$ cat src/rtl/bus_window_bridge.sv
module bus_window_bridge #(
  parameter int PAW     = 16,
  parameter int SAW     = 20,
  parameter int DW      = 16,
  parameter int IDXW    = 4,
  parameter int TIMEOUT = 64
) (
  input  logic                  clk,
  input  logic                  rst_n,
  input  logic                  cfg_we,
  input  logic [IDXW:0]         cfg_addr,
  input  logic [SAW-PAW+IDXW:0] cfg_wdata,
  output logic [SAW-PAW+IDXW:0] cfg_rdata,
  input  logic                  p_req,
  input  logic                  p_we,
  input  logic [PAW-1:0]        p_addr,
  input  logic [DW-1:0]         p_wdata,
  output logic                  p_hit,
  output logic                  p_ack,
  output logic                  p_err,
  output logic [DW-1:0]         p_rdata,
  output logic                  p_pfail_irq,
  output logic                  par_err_flag,
  output logic                  s_req,
  output logic                  s_we,
  output logic [SAW-1:0]        s_addr,
  output logic [DW-1:0]         s_wdata,
  output logic                  s_wpar,
  input  logic [DW-1:0]         s_rdata,
  input  logic                  s_rpar,
  input  logic                  s_ack,
  input  logic                  s_pfail
);
  localparam int OFFW    = PAW - IDXW;
  localparam int PGW     = SAW - OFFW;
  localparam int ENTRIES = 1 << IDXW;
  localparam int TCW     = $clog2(TIMEOUT) + 1;

  typedef enum logic [1:0] {IDLE, BUSY, DONE} st_t;

  st_t              st_q;
  logic [PGW-1:0]   page_q [ENTRIES];
  logic [ENTRIES-1:0] vld_q;
  logic             en_q;
  logic [TCW-1:0]   tcnt_q;
  logic [1:0]       pf_sync_q;

  wire [IDXW-1:0] idx      = p_addr[PAW-1:OFFW];
  wire            ctl_sel  = cfg_addr[IDXW];
  wire            ctl_wr   = cfg_we && ctl_sel;
  wire            map_wr   = cfg_we && !ctl_sel;
  wire            accept   = (st_q == IDLE) && p_req && p_hit;
  wire            rd_bad   = !s_we && ((^s_rdata) != s_rpar);
  wire            expired  = (tcnt_q == TCW'(TIMEOUT - 1));

  assign p_hit       = en_q && vld_q[idx];
  assign s_req       = (st_q == BUSY);
  assign p_pfail_irq = pf_sync_q[1];
  assign cfg_rdata   = ctl_sel ? {{(PGW-1){1'b0}}, par_err_flag, en_q}
                               : {vld_q[cfg_addr[IDXW-1:0]], page_q[cfg_addr[IDXW-1:0]]};

  always_ff @(posedge clk) begin
    if (!rst_n) begin
      en_q  <= 1'b0;
      vld_q <= '0;
      for (int i = 0; i < ENTRIES; i++) page_q[i] <= '0;
    end else if (map_wr) begin
      vld_q[cfg_addr[IDXW-1:0]]  <= cfg_wdata[PGW];
      page_q[cfg_addr[IDXW-1:0]] <= cfg_wdata[PGW-1:0];
    end else if (ctl_wr) begin
      en_q <= cfg_wdata[0];
    end
  end

  always_ff @(posedge clk) begin
    if (!rst_n) pf_sync_q <= '0;
    else        pf_sync_q <= {pf_sync_q[0], s_pfail};
  end

  always_ff @(posedge clk) begin
    if (!rst_n) begin
      st_q         <= IDLE;
      tcnt_q       <= '0;
      p_ack        <= 1'b0;
      p_err        <= 1'b0;
      p_rdata      <= '0;
      par_err_flag <= 1'b0;
      s_we         <= 1'b0;
      s_addr       <= '0;
      s_wdata      <= '0;
      s_wpar       <= 1'b0;
    end else begin
      if (ctl_wr && cfg_wdata[1]) par_err_flag <= 1'b0;
      case (st_q)
        IDLE: if (accept) begin
          st_q    <= BUSY;
          tcnt_q  <= '0;
          s_we    <= p_we;
          s_addr  <= {page_q[idx], p_addr[OFFW-1:0]};
          s_wdata <= p_wdata;
          s_wpar  <= ^p_wdata;
        end
        BUSY: if (s_ack) begin
          st_q    <= DONE;
          p_ack   <= 1'b1;
          p_err   <= rd_bad;
          p_rdata <= s_rdata;
          if (rd_bad) par_err_flag <= 1'b1;
        end else if (expired) begin
          st_q  <= DONE;
          p_ack <= 1'b1;
          p_err <= 1'b1;
        end else begin
          tcnt_q <= tcnt_q + 1'b1;
        end
        default: begin
          st_q  <= IDLE;
          p_ack <= 1'b0;
          p_err <= 1'b0;
        end
      endcase
    end
  end

  logic [TCW-1:0] req_age_q;
  always_ff @(posedge clk) begin
    if (!rst_n || !s_req) req_age_q <= '0;
    else                  req_age_q <= req_age_q + 1'b1;
  end


  req_hold_chk: assert property (@(posedge clk) disable iff (!rst_n)
    s_req && !s_ack && !expired |=> s_req && $stable(s_addr) && $stable(s_we) && $stable(s_wdata));

  no_fwd_disabled_chk: assert property (@(posedge clk) disable iff (!rst_n)
    (st_q == IDLE) && !en_q |=> !s_req);

  ack_pulse_chk: assert property (@(posedge clk) disable iff (!rst_n)
    p_ack |=> !p_ack);

  err_with_ack_chk: assert property (@(posedge clk) disable iff (!rst_n)
    p_err |-> p_ack);

  req_bound_chk: assert property (@(posedge clk) disable iff (!rst_n)
    s_req |-> req_age_q < TCW'(TIMEOUT));

  flag_sticky_chk: assert property (@(posedge clk) disable iff (!rst_n)
    par_err_flag && !(ctl_wr && cfg_wdata[1]) |=> par_err_flag);

  pfail_delay_chk: assert property (@(posedge clk) disable iff (!rst_n)
    $rose(p_pfail_irq) |-> $past(s_pfail, 2));
endmodule

$ cat config.mk
export PLATFORM = sky130hd
export DESIGN_NAME = bus_window_bridge
export DESIGN_NICKNAME = d
export VERILOG_FILES = /design/src/rtl/bus_window_bridge.sv
export SDC_FILE = /design/constraint.sdc
export NUM_CORES = 1
export LEC_CHECK = 0
export BUFFER_PORTS_ARGS = -buffer_cell sky130_fd_sc_hd__clkbuf_2
export CAP_MARGIN = 5
export CORE_AREA = 2 2 144 146
export CTS_CLUSTER_SIZE = 30
export DETAILED_ROUTE_END_ITERATION = 16
export DIE_AREA = 0 0 146 148
export GPL_ROUTABILITY_DRIVEN = 0
export PLACE_DENSITY = 0.74
export SLEW_MARGIN = 30
export SYNTH_ARGS = -nofsm -noshare
export SYNTH_HDL_FRONTEND = slang
export SYNTH_SLANG_ARGS = --single-unit
$ cat constraint.sdc
create_clock -name clk -period 6.3 [get_ports clk]
set_clock_uncertainty 0.15 [all_clocks]
set_input_delay 0.63 -clock clk [delete_from_list [all_inputs] [get_ports clk]]
set_output_delay 0.63 -clock clk [all_outputs]
set_load 0.01 [all_outputs]
==> impl_metrics.csv <==
group,metric,value,unit
run_status,status,"finished clean",
yosys,synthArstFlopShare,0,
cts,clk-insertion-delay-late,510,ps
grt,grt_pass1_wl,43300,um
yosys,synth_edf_count,128,
cts,post-cts-setup-buffers,0,
die,core-area,20000,um2
finish,drive_gt1_frac,0.301,
timing,hold_viol,0,
finish,area_growth,16.0,%
yosys,synth_area_leaders,"edfxtp_1 (37%), mux4_2 (19%), dfxtp_1 (16%), and2_1 (7.8%), nand2_1 (4.6%)",
cts,cts_buffers,23,
cts,cts.sink_count,213,
die,ioPinCount,139,
finish,fin_cells,1266,
power_and_ir_drop,pwr-share-seq,0.493,
power_and_ir_drop,power_frac_clock,0.402,
cts,ctsLongestPathBuffers,3,
yosys,postSynth.topFlopCell,"edfxtp_1",
route,vias,7551,
finish,fin_area,12200,um2
grt,grt_usage,0.262,
route,firstDrtPassIters,5,
grt,antenna_found_initial,0,
route,final_antenna_net_count,0,
yosys,synth_area,10500,um2
setup_path,arrival,2990,ps
setup_path,crit_fanout,32,
yosys,yosys.area.top_type,"edfxtp_1",
yosys,yosys_warnings,0,
yosys,ys_ff_latch,213,
power_and_ir_drop,p_per_area,259,nW/um2
yosys,synth_commonest_cells,"and2_1 (131), nand2_1 (130), edfxtp_1 (128), mux4_2 (90), dfxtp_1 (85)",
setup_path,reg2reg_from,"vld_q[2]$_SDFFE_PN0P_",
finish,fillers,1593,
timing,rsz0062_at_grt,"false",
setup_path,rr_worst_depth,6,
die,start_util,0.525,
power_and_ir_drop,p_int,2.42,mW
route,drc_errors,0,
cts,cts_tree,"done",
timing,setup_viol,0,
route,drtIter0Drc,634,
die,num_rows,52,
power_and_ir_drop,p_sw_frac,0.234,
timing,hold_slack,199,ps
grt,grt_max_degree,71,
setup_path,cp.required,5520,ps
cts,cts_root_buf,"clkbuf_16",
yosys,synth_top_cell_area_share,0.365,
finish,diodes,0,
finish,ff_latch_area,5550,um2
yosys,synth_fp_nets,923,
timing,fin_crit_sh,0.599,
yosys,yosysUniqueCellTypes,43,
power_and_ir_drop,p_switching,0.741,mW
setup_path,rr_endpoint,"tcnt_q[2]$_SDFFE_PN0P_",
setup_path,startpoint_type,"input port",
worst_hold_path,hold_class,"in -> reg",
yosys,synthMostInstantiatedCell,"and2_1",
power_and_ir_drop,comb_power_share,0.105,
route,wl,28400,um
yosys,syn_area_per_cell,12.4,um2
setup_path,reg2reg_slack,3680,ps
setup_path,critPathKind,"in -> out",
cts,clk_pin_slew,50,ps
power_and_ir_drop,finalPower,3.16,mW
yosys,ys_seq_area_frac,0.527,
timing,tns,0,ps
route,viasPerCell,5.96,
placed_design,dp_hpwl,20100,um
flow_run,maxCapViolations,0,
finish,multi_input_area,4720,um2
setup_path,cp-end-kind,"output port",
setup_path,worstSetupEndpoint,"cfg_rdata[3]",
cts,cts_resized,0,
power_and_ir_drop,power.leakage,4.41,nW
cts,htreeDepth,1,
timing,max_freq,265,MHz
yosys,synthCells,852,
die,die_y,148,um
cts,cts.hold.buffers_added,0,
die,die_area,21600,um2
timing,worst_pin_slew,996,ps
placed_design,port-buffer-count,138,
route,post_drt_wl_per_cell,22.4,um
timing,fin_crit,3770,ps
timing,finalMaxSlewViolations,0,
power_and_ir_drop,max-vdd-ir-drop,0.251,mV
grt,grt_pass1_vias,7584,
finish,nNetsFinal,1051,
setup_path,worstSetupStartpoint,"cfg_addr[0]",
placed_design,placedCellCount,1225,
die,die_w,146,um
grt,grt-ovfl-total,0,
placed_design,post_dp_cell_area,11500,um2
timing,slew_headroom,0.336,
-- worst min path at each step --
stage	startpoint	end	slack, ps	cells after the start
2_1_floorplan	pf_sync_q[0]$_SDFF_PN0_	pf_sync_q[1]$_SDFF_PN0_	260	1
4_1_cts	p_addr[9]	s_addr[9]$_SDFFE_PN0P_	190	3
6_report	s_pfail	pf_sync_q[0]$_SDFF_PN0_	200	2
3_5_place_dp	pf_sync_q[0]$_SDFF_PN0_	pf_sync_q[1]$_SDFF_PN0_	270	1
3_3_place_gp	pf_sync_q[0]$_SDFF_PN0_	pf_sync_q[1]$_SDFF_PN0_	270	1
5_1_grt	p_addr[9]	s_addr[9]$_SDFFE_PN0P_	200	3
-- cells by family after synthesis --
kind of cell,synth area share
AOI/OAI and AO/OA,0.0573
xor gates and xnor gates,0.0267
adders and majority gates,0.00119
buffers and inverters,0.0308
DFF,0.527
muxes,0.195
and+or+nand+nor,0.163
-- flip-flops by register name (all words and copies together), names as in the netlist, 2 cells and up --
name,flops
st_q,2
tcnt_q,7
pf_sync_q,2
page_q,128
p_rdata,16
s_addr,20
vld_q,16
s_wdata,16
-- power groups by stage --
| stage | Sequential, mW | Combinational [mW] | Clock, mW |
|---|---|---|---|
| 2_1_floorplan | 1.57 | 0.223 | 0 |
| 4_1_cts | 1.56 | 0.330 | 1.29 |
| 3_3_place_gp | 1.59 | 0.322 | 0 |
| 3_5_place_dp | 1.59 | 0.328 | 0 |
| 6_report | 1.56 | 0.332 | 1.27 |
| 5_1_grt | 1.56 | 0.350 | 1.35 |
-- metal layers --
layer | vias to the layer above | wire [um] | global-route usage
li1 | 3352 | - | -
met1 | 3689 | 10600 | 0.331
met2 | 432 | 14200 | 0.464
met3 | 78 | 2480 | 0.0454
met4 | 0 | 1120 | 0.0859
met5 | - | 0 | 0
-- area by class of cell --
| class | count | area share |
|---|---|---|
| clock buffers | 35 | 0.0550 |
| clock inverters | 6 | 0.00287 |
| inverters | 21 | 0.00645 |
| multi-input cells | 565 | 0.386 |
| flip-flops and latches | 213 | 0.454 |
| well taps | 270 | 0.0277 |
| repair buffers | 156 | 0.0676 |
-- worst max-delay path, cell delays in order --
cell and delay (ps):
clkbuf_2 390, buf_4 550, mux4_2 600, mux4_2 470, nor2b_1 170, clkbuf_2 160
-- cell usage in the layout, fill, tap and decap left out, types with 2 or more instances in the layout --
cell,instances
and3_1,4
nor4_2,2
nor3_1,5
nor2b_1,9
clkbuf_8,5
xnor3_1,2
clkbuf_1,6
dfxtp_1,85
xnor2_1,24
nand3_1,15
clkinv_2,3
o21ai_0,23
clkbuf_2,139
edfxtp_1,128
a21oi_1,61
o21ai_1,2
nor2_1,19
a2bb2o_1,6
or2_2,3
nand2b_1,7
nand2_1,130
or3_1,3
mux2_2,2
a31oi_1,2
inv_1,20
nor3_2,4
o21ai_2,3
mux4_2,90
xor2_1,3
and2_1,131
clkbuf_16,23
buf_4,18
-- through the flow --
stage / setup WS, ps / utilization
detailed placement: 2510 / 0.573
global placement: 2550 / 0.572
finish: 2530 / 0.609
global route: 2380 / 0.609
floorplan: 2960 / -
CTS: 2480 / 0.608
Note: power is estimated with default switching activity, not from simulation.
